$ cat src/rtl/win_irq_pkg.sv
package win_irq_pkg;
  typedef enum logic [1:0] {
    MODE_OFF     = 2'b00,
    MODE_LEVEL   = 2'b01,
    MODE_ALERT   = 2'b10,
    MODE_SWALERT = 2'b11
  } irq_mode_e;
endpackage

$ cat src/rtl/win_cmp.sv
module win_cmp #(
  parameter int DW = 16
) (
  input  logic [DW-1:0] sample,
  input  logic [DW-1:0] lo,
  input  logic [DW-1:0] hi,
  output logic          outside
);
  logic below;
  logic above;

  always_comb begin
    below   = (sample < lo);
    above   = (sample > hi);
    outside = below | above;
  end
endmodule

$ cat src/rtl/persist_ctr.sv
module persist_ctr #(
  parameter int PW = 4
) (
  input  logic          clk,
  input  logic          rst_n,
  input  logic          restart,
  input  logic          step,
  input  logic          outside,
  input  logic [PW-1:0] limit,
  output logic          hit
);
  localparam logic [PW-1:0] RUN_MAX = {PW{1'b1}};

  logic [PW-1:0] run_q;
  logic [PW-1:0] run_d;
  logic [PW-1:0] run_inc;

  always_comb begin
    run_inc = (run_q == RUN_MAX) ? RUN_MAX : run_q + 1'b1;
    run_d   = run_q;
    hit     = 1'b0;
    if (restart) begin
      run_d = '0;
    end else if (step) begin
      run_d = outside ? run_inc : '0;
      if (limit == '0) begin
        hit = 1'b1;
      end else if (outside && (run_inc >= limit)) begin
        hit = 1'b1;
      end
    end
  end

  always_ff @(posedge clk or negedge rst_n) begin
    if (!rst_n) begin
      run_q <= '0;
    end else if (restart || step) begin
      run_q <= run_d;
    end
  end


  restart_zero_chk: assert property (@(posedge clk) disable iff (!rst_n)
    restart |=> (run_q == '0));


  inside_zero_chk: assert property (@(posedge clk) disable iff (!rst_n)
    (step && !outside && !restart) |=> (run_q == '0));
endmodule

$ cat src/rtl/irq_latch.sv
module irq_latch
  import win_irq_pkg::*;
(
  input  logic      clk,
  input  logic      rst_n,
  input  irq_mode_e mode,
  input  logic      cfg_wr,
  input  logic      hit,
  input  logic      sw_set,
  input  logic      force_off,
  input  logic      clr_cmd,
  input  logic      alert_ack,
  output logic      pend_q
);
  logic pend_d;
  logic alert_style;

  always_comb begin
    alert_style = (mode == MODE_ALERT) || (mode == MODE_SWALERT);
    pend_d      = pend_q;
    if ((mode == MODE_LEVEL) && clr_cmd) begin
      pend_d = 1'b0;
    end
    if (alert_style && alert_ack) begin
      pend_d = 1'b0;
    end
    if (hit && (mode != MODE_OFF)) begin
      pend_d = 1'b1;
    end
    if (sw_set) begin
      pend_d = 1'b1;
    end
    if (force_off) begin
      pend_d = 1'b0;
    end
  end

  always_ff @(posedge clk or negedge rst_n) begin
    if (!rst_n) begin
      pend_q <= 1'b0;
    end else begin
      pend_q <= pend_d;
    end
  end


  off_quiet_chk: assert property (@(posedge clk) disable iff (!rst_n)
    (mode == MODE_OFF) |-> !pend_q);


  level_hold_chk: assert property (@(posedge clk) disable iff (!rst_n)
    (pend_q && (mode == MODE_LEVEL) && !clr_cmd && !cfg_wr) |=> pend_q);


  alert_hold_chk: assert property (@(posedge clk) disable iff (!rst_n)
    (pend_q && alert_style && !alert_ack && !cfg_wr) |=> pend_q);


  set_wins_chk: assert property (@(posedge clk) disable iff (!rst_n)
    (hit && (mode != MODE_OFF) && !cfg_wr) |=> pend_q);
endmodule

$ cat src/rtl/win_irq_filter.sv
module win_irq_filter
  import win_irq_pkg::*;
#(
  parameter int DW = 16
) (
  input  logic          clk,
  input  logic          rst_n,
  input  logic          res_valid,
  input  logic [DW-1:0] res_data,
  input  logic [DW-1:0] thr_lo,
  input  logic [DW-1:0] thr_hi,
  input  logic          ctl_wr,
  input  logic [7:0]    ctl_wdata,
  input  logic          clr_cmd,
  input  logic          alert_ack,
  output logic [7:0]    ctl_q,
  output logic          irq_n,
  output logic          alert_pend
);
  localparam int CW      = 8;
  localparam int PW      = 4;
  localparam int MODE_LO = PW;
  localparam int MODE_HI = PW + 1;
  localparam int USED    = MODE_HI + 1;

  logic [CW-1:0] cfg_q;
  logic [CW-1:0] cfg_d;
  irq_mode_e     mode_cur;
  irq_mode_e     mode_new;
  logic [PW-1:0] persist;
  logic          outside;
  logic          step;
  logic          hit;
  logic          pend;

  always_comb begin
    cfg_d = cfg_q;
    if (ctl_wr) begin
      cfg_d = {{(CW-USED){1'b0}}, ctl_wdata[USED-1:0]};
    end
    mode_cur = irq_mode_e'(cfg_q[MODE_HI:MODE_LO]);
    mode_new = irq_mode_e'(ctl_wdata[MODE_HI:MODE_LO]);
    persist  = cfg_q[PW-1:0];
    step     = res_valid && !ctl_wr;
  end

  always_ff @(posedge clk or negedge rst_n) begin
    if (!rst_n) begin
      cfg_q <= '0;
    end else if (ctl_wr) begin
      cfg_q <= cfg_d;
    end
  end

  win_cmp #(.DW(DW)) u_cmp (
    .sample  (res_data),
    .lo      (thr_lo),
    .hi      (thr_hi),
    .outside (outside)
  );

  persist_ctr #(.PW(PW)) u_ctr (
    .clk     (clk),
    .rst_n   (rst_n),
    .restart (ctl_wr),
    .step    (step),
    .outside (outside),
    .limit   (persist),
    .hit     (hit)
  );

  irq_latch u_latch (
    .clk       (clk),
    .rst_n     (rst_n),
    .mode      (mode_cur),
    .cfg_wr    (ctl_wr),
    .hit       (hit),
    .sw_set    (ctl_wr && (mode_new == MODE_SWALERT)),
    .force_off (ctl_wr && (mode_new == MODE_OFF)),
    .clr_cmd   (clr_cmd),
    .alert_ack (alert_ack),
    .pend_q    (pend)
  );

  always_comb begin
    ctl_q      = cfg_q;
    irq_n      = !pend;
    alert_pend = pend && ((mode_cur == MODE_ALERT) || (mode_cur == MODE_SWALERT));
  end


  every_cycle_chk: assert property (@(posedge clk) disable iff (!rst_n)
    (res_valid && !ctl_wr && (persist == '0) && (mode_cur != MODE_OFF)) |=> !irq_n);


  sw_force_chk: assert property (@(posedge clk) disable iff (!rst_n)
    (ctl_wr && (ctl_wdata[MODE_HI:MODE_LO] == 2'b11)) |=> (!irq_n && alert_pend));


  alert_implies_irq_chk: assert property (@(posedge clk) disable iff (!rst_n)
    alert_pend |-> !irq_n);


  level_no_alert_chk: assert property (@(posedge clk) disable iff (!rst_n)
    (mode_cur == MODE_LEVEL) |-> !alert_pend);
endmodule

$ cat config.mk
export PLATFORM = sky130hd
export DESIGN_NAME = win_irq_filter
export DESIGN_NICKNAME = d
export VERILOG_FILES = /design/src/rtl/win_irq_pkg.sv /design/src/rtl/win_cmp.sv /design/src/rtl/persist_ctr.sv /design/src/rtl/irq_latch.sv /design/src/rtl/win_irq_filter.sv
export SDC_FILE = /design/constraint.sdc
export NUM_CORES = 1
export LEC_CHECK = 0
export CELL_PAD_IN_SITES_DETAIL_PLACEMENT = 1
export CELL_PAD_IN_SITES_GLOBAL_PLACEMENT = 2
export CORE_AREA = 10 10 78 80
export DETAILED_ROUTE_END_ITERATION = 7
export DIE_AREA = 0 0 88 90
export DONT_BUFFER_PORTS = 1
export GPL_TIMING_DRIVEN = 0
export PLACE_DENSITY_LB_ADDON = 0.1
export SYNTH_ARGS = -nofsm -noshare
export SYNTH_HDL_FRONTEND = slang
export SYNTH_SLANG_ARGS = --single-unit
$ cat constraint.sdc
create_clock -name clk -period 2.2 [get_ports clk]
set_input_delay 0 -clock clk [delete_from_list [all_inputs] [get_ports clk]]
set_output_delay 0 -clock clk [all_outputs]
set_load 0.1 [all_outputs]
Word level (Yosys, flattened, before mapping). Index checks and enable logic that the tools add are counted.

Add/sub/neg operators: 1. Magnitude comparators: 3. Equal/unequal tests: 5. Multiplexer cells: 13. Bitwise operators: 1. Reduce and logical (&&, ||, !) cells: 18.

Operator list (number): 16-bit > comparator (1); 16-bit < comparator (1); 4-bit two-way mux (4); 1-bit two-way mux (9); 1-bit logical AND (8); 2-bit equality test, second input constant (3); 5-bit nonzero test (1); 4-bit by 1-bit adder with 4-bit output, second input constant (1); 4-bit equality test, second input constant (1); 4-bit >= comparator (1); 4-bit logical NOT (1); 2-bit nonzero test (2); 2-bit by 1-bit equality test with 1-bit output, second input constant (1); 1-bit logical NOT (2); 2-bit logical NOT (1); 1-bit logical OR (2); 2-bit AND reduction (1); 1-bit bitwise OR (1).

Register bits after elaboration: 11. Input port bits: 62. Output and inout bits: 10. Word-level logic and storage cells: 44.

Logic depth before layout (Yosys ltp).
Depth in word-level cells: 12. Gate-level depth with buffers: 10. Mapped depth without buffers: 10.

Hierarchy. From an unflattened synthesis, not the netlist that was laid out.

Cell total of the unflattened synthesis: 176. Area, all modules: 1520.2 µm².

Modules (own cells, without submodules): win_cmp (instances 1, cells each 109, area each 784.5 µm², sequential area each 0.0 µm²); persist_ctr (instances 1, cells each 39, area each 372.9 µm², sequential area each 100.1 µm²); win_irq_filter (instances 1, cells each 21, area each 304.0 µm², sequential area each 150.1 µm²); irq_latch (instances 1, cells each 7, area each 58.8 µm², sequential area each 25.0 µm²).

Least setup slack after synthesis. OpenSTA, ideal clock, no wires.

Path kind: register to register. From: reg cfg_q[0] (netlist: ctl_q[0]). To: reg u_latch.pend_q. Setup time: 0.123 ns. Data arrival time: 2.032 ns. Data required time: 2.077 ns. Path slack: 0.045 ns. Cell stages (with the launch flop): 8. Path buffers: 0. Clock period less this slack: 2.155 ns. Path through: dfrtp_1 > ha_1 > nand2b_1 > a21o_1 > a21o_1 > a21oi_1 > o22a_1 > a21oi_1.

Longest elaborated chain between the ends: 10. Elaborated cells on any way between the ends: 12. Classes of those cells: order compare (1); mux (7); reduce/logical (4).

Ends and longest elaborated chain: start: declaration (line win_irq_filter.sv:26) `logic [CW-1:0] cfg_q;`; start signal: assignment (line win_irq_filter.sv:51) `cfg_q <= cfg_d;`; 4-bit >= comparator (line persist_ctr.sv:28) `end else if (outside && (run_inc >= limit)) begin`; 1-bit logical AND (line persist_ctr.sv:28); 1-bit two-way mux (line persist_ctr.sv:28); 1-bit two-way mux (*) (line persist_ctr.sv:26) `if (limit == '0) begin`; 1-bit two-way mux (*) (line persist_ctr.sv:24) `end else if (step) begin`; 1-bit two-way mux (*) (line persist_ctr.sv:22) `if (restart) begin`; 1-bit logical AND (*) (line irq_latch.sv:27) `if (hit && (mode != MODE_OFF)) begin`; 1-bit two-way mux (line irq_latch.sv:27); 1-bit two-way mux (line irq_latch.sv:30) `if (sw_set) begin`; 1-bit two-way mux (line irq_latch.sv:33) `if (force_off) begin`; end signal: assignment (line irq_latch.sv:42) `pend_q <= pend_d;`; end: declaration (line irq_latch.sv:13) `output logic pend_q`.

Every way passes the cells marked *; elsewhere a longest branch is shown, timed or not. A chain may end at the register's enable or synchronous reset.

Final worst setup path.
From: reg cfg_q[5] (netlist: ctl_q[5]). To: out alert_pend.

Longest elaborated chain between the ends: 3. Elaborated cells on any way between the ends: 4. Classes of those cells: eq/ne (2); reduce/logical (2).

Ends and longest elaborated chain: 2-bit equality test (line win_irq_filter.sv:88) `alert_pend = pend && ((mode_cur == MODE_ALERT) || (mode_cur == MODE_SWALERT));`; 1-bit logical OR (*) (line win_irq_filter.sv:88); 1-bit logical AND (*) (line win_irq_filter.sv:88); end: declaration (line win_irq_filter.sv:18) `output logic alert_pend`.

Marks and branches as above.

==> flow_summary.yaml <==
setup_path:
  slowest_stage: "dfrtp_1"
  cp.required_ns: 2.20
  crit_chain: "and2_1"
  end_kind: "primary output"
  cp_max_fo: 6
  worst-setup-path-type: "flip-flop to primary output"
  crit_family: "flip-flops"
  cpPeakStageDelay_ns: 0.99
  crit_arrival_ns: 2.14
  cp-start-kind: "flip-flop"
  path_buf_inv: 0
placement:
  place_inst: 237
  gp_congestion: 0.808
  placed_area_mm2: 0.00156
  dp_hpwl_um: 4200
  numPortBuffers: 0
logic_synthesis:
  ys_types: 41
  synth_cells: 182
  synth_area_per_cell_um2: 8.19
  postSynth.asyncResetShare_pct: 100
  synth-compound-area-share_pct: 21.6
  ys_warn_count: 0
  synth_edf_count: 0
  synth_ff_type: "dfrtp_1"
  synth_top_family_by_area: "adder cells"
  synth_area_mm2: 0.00149
  synth_mux_area_share_pct: 2.27
  yosys.area_share.xor_xnor_pct: 0
  yosysSeqAreaShare_pct: 18.5
  synth_fa_ha_area_share_pct: 30.2
  synth_simple_gate_area_share_pct: 16.4
  ys_seq_elements: 11
die:
  die_w_um: 88
  fp-row-count: 25
  initial_utilization_pct: 32.4
  die_area_mm2: 0.00792
  core-area_mm2: 0.00460
  die_h_um: 90
  io_pins: 72
clock_network:
  clk_latency_ns: 0.24
  cts_made_buffers: 3
  cts_tree: "built"
  clkTransAtPathRegs_ns: 0.05
  cts_max_path_buffers: 2
  numClockSinks: 11
  cts-root-buf: "clkbuf_8"
  h-tree-depth: 1
timing:
  setup_viol: 0
  fin_crit_sh_pct: 97.1
  min_period_ns: 2.14
  worst_pin_slew_ns: 0.987
  final_max_slew_viol_count: 0
  hold_viol_final: 0
  skew_ns: 0.00230
  rsz0062_at_grt: "false"
  fin_setup_tns_ns: 0
  max_slew_margin_pct: 34.2
  holdWs_ns: 0.0103
  timing.fmax_ghz: 0.468
global_route:
  grt_pass1_vias: 1619
  overflow: 0
  antenna_found_initial: 0
  grt_max_degree: 12
  grt_usage_pct: 12.0
  grt_pass1_wl_um: 7820
job:
  cap_violations: 0
drt:
  routed_wl_um: 4840
  drt_pass1_iterations: 4
  via_count: 1387
  wl_per_cell_um: 19.1
  ant_nets: 0
  drc_errors: 0
  avgViaCountPerCell: 5.48
  drt_iter0_markers: 71
power_and_ir_drop:
  ir_drop_v: 0.000359
  p_leak_uw: 0.000925
  power_density_mw_per_mm2: 480
  finalPower_uw: 839
layout:
  antenna_cells: 0
  drive_gt1_share_pct: 11.6
  stdcell_count: 253
  syn_to_final_growth_pct: 17.3
  fin_nets: 298
  fillers: 551
  design_area_mm2: 0.00175
min_path:
  hp-class: "primary input to flip-flop"
status:
  status: "finished, final reports clean"
==> worst paths after layout <==
| check | startpoint | end | slack, ns | cells past startpoint |
|---|---|---|---|---|
| hold / removal | res_valid | u_ctr.run_q[2] | 0.01 | 2 |
| max in group asynchronous | rst_n | ctl_q[0] | 1.61 | 1 |
| setup / recovery | ctl_q[5] | alert_pend | 0.06 | 1 |
| hold reg to reg | u_ctr.run_q[3] | u_ctr.run_q[3] | 0.58 | 2 |
| setup reg to reg | ctl_q[5] | u_latch.pend_q | 0.09 | 5 |
| min in group asynchronous | rst_n | ctl_q[2] | 0.19 | 1 |
==> synthesized netlist by cell type, types with 2 or more instances <==
cell type  instances  area, um^2
inv_1             38         143
ha_1              36         450
a21oi_1           18        90.1
nand2_1           13        48.8
dfrtp_1           11         275
nand4_1            6        37.5
a21o_1             5        37.5
nand2b_1           5        31.3
nand3_1            5        25.0
o21ai_0            5        25.0
mux2_2             3        33.8
nor2_1             3        11.3
and2_1             2        12.5
buf_4              2        15.0
nor2b_1            2        12.5
nor3_1             2        10.0
o21ai_1            2        10.0
==> where the power goes <==
part	internal (uW)	switching [uW]	total, uW
registers	218	101	319
logic	127	183	310
clock network	128	82.8	211
==> registers in the layout (all words and copies together), names as in the netlist <==
register        count
ctl_q               6
u_ctr.run_q         4
u_latch.pend_q      1
==> metrics by stage <==
step | utilization [%] | setup WS [ns]
floorplan | - | 0.0455
global placement | 34.0 | -0.135
detailed placement | 34.0 | -0.159
CTS | 37.2 | 0.0212
global route | 38.0 | 0.00999
finish | 38.0 | 0.0645
==> cell families after synthesis <==
family / count (synthesis)
other: 1
buffers and inverters: 41
and+or+nand+nor: 45
DFF: 11
AOI/OAI and AO/OA: 45
muxes: 3
adders and majority gates: 36
==> layer usage <==
metal  part of all wire (%)  vias to the layer above  track usage [%]
met4                   0.87                        0             2.13
met3                    5.4                        4             3.43
met2                     54                       37             21.4
li1                       -                      674                -
met1                     39                      672             13.6
met5                      0                        -                0
==> layout make-up <==
cell class	instances	area (um^2)	area share [%]
buffer	3	18.8	1.07
clock buffer	4	45.0	2.58
inverter	38	143	8.15
multi-input combinational	131	1080	61.8
sequential	11	279	16.0
tap	54	67.6	3.86
timing repair buffer	12	115	6.58
==> placed cells by master, fill, tap and decap left out, types with 2 or more instances in the layout <==
cell type,n
inv_1,38
ha_1,35
a21oi_1,17
nand2_1,13
dlygate4sd3_1,10
dfrtp_1,8
nand4_1,6
nand3_1,5
a21o_1,5
o21ai_0,5
nand2b_1,5
buf_4,4
nor2_1,3
mux2_2,3
clkbuf_8,3
dfrtp_2,3
nor3_1,2
and2_1,2
o21ai_1,2
nor2b_1,2
clkbuf_1,2
conb_1,2
==> what timing repair did <==
item,in CTS,in global routing
gates resized for setup,2,5
setup buffers,0,2
pin swaps,0,1
endpoints found under the hold margin,21,0
endpoints found under the setup margin,1,1
hold buffers,10,0
Note: power is estimated with default switching activity, not from simulation.
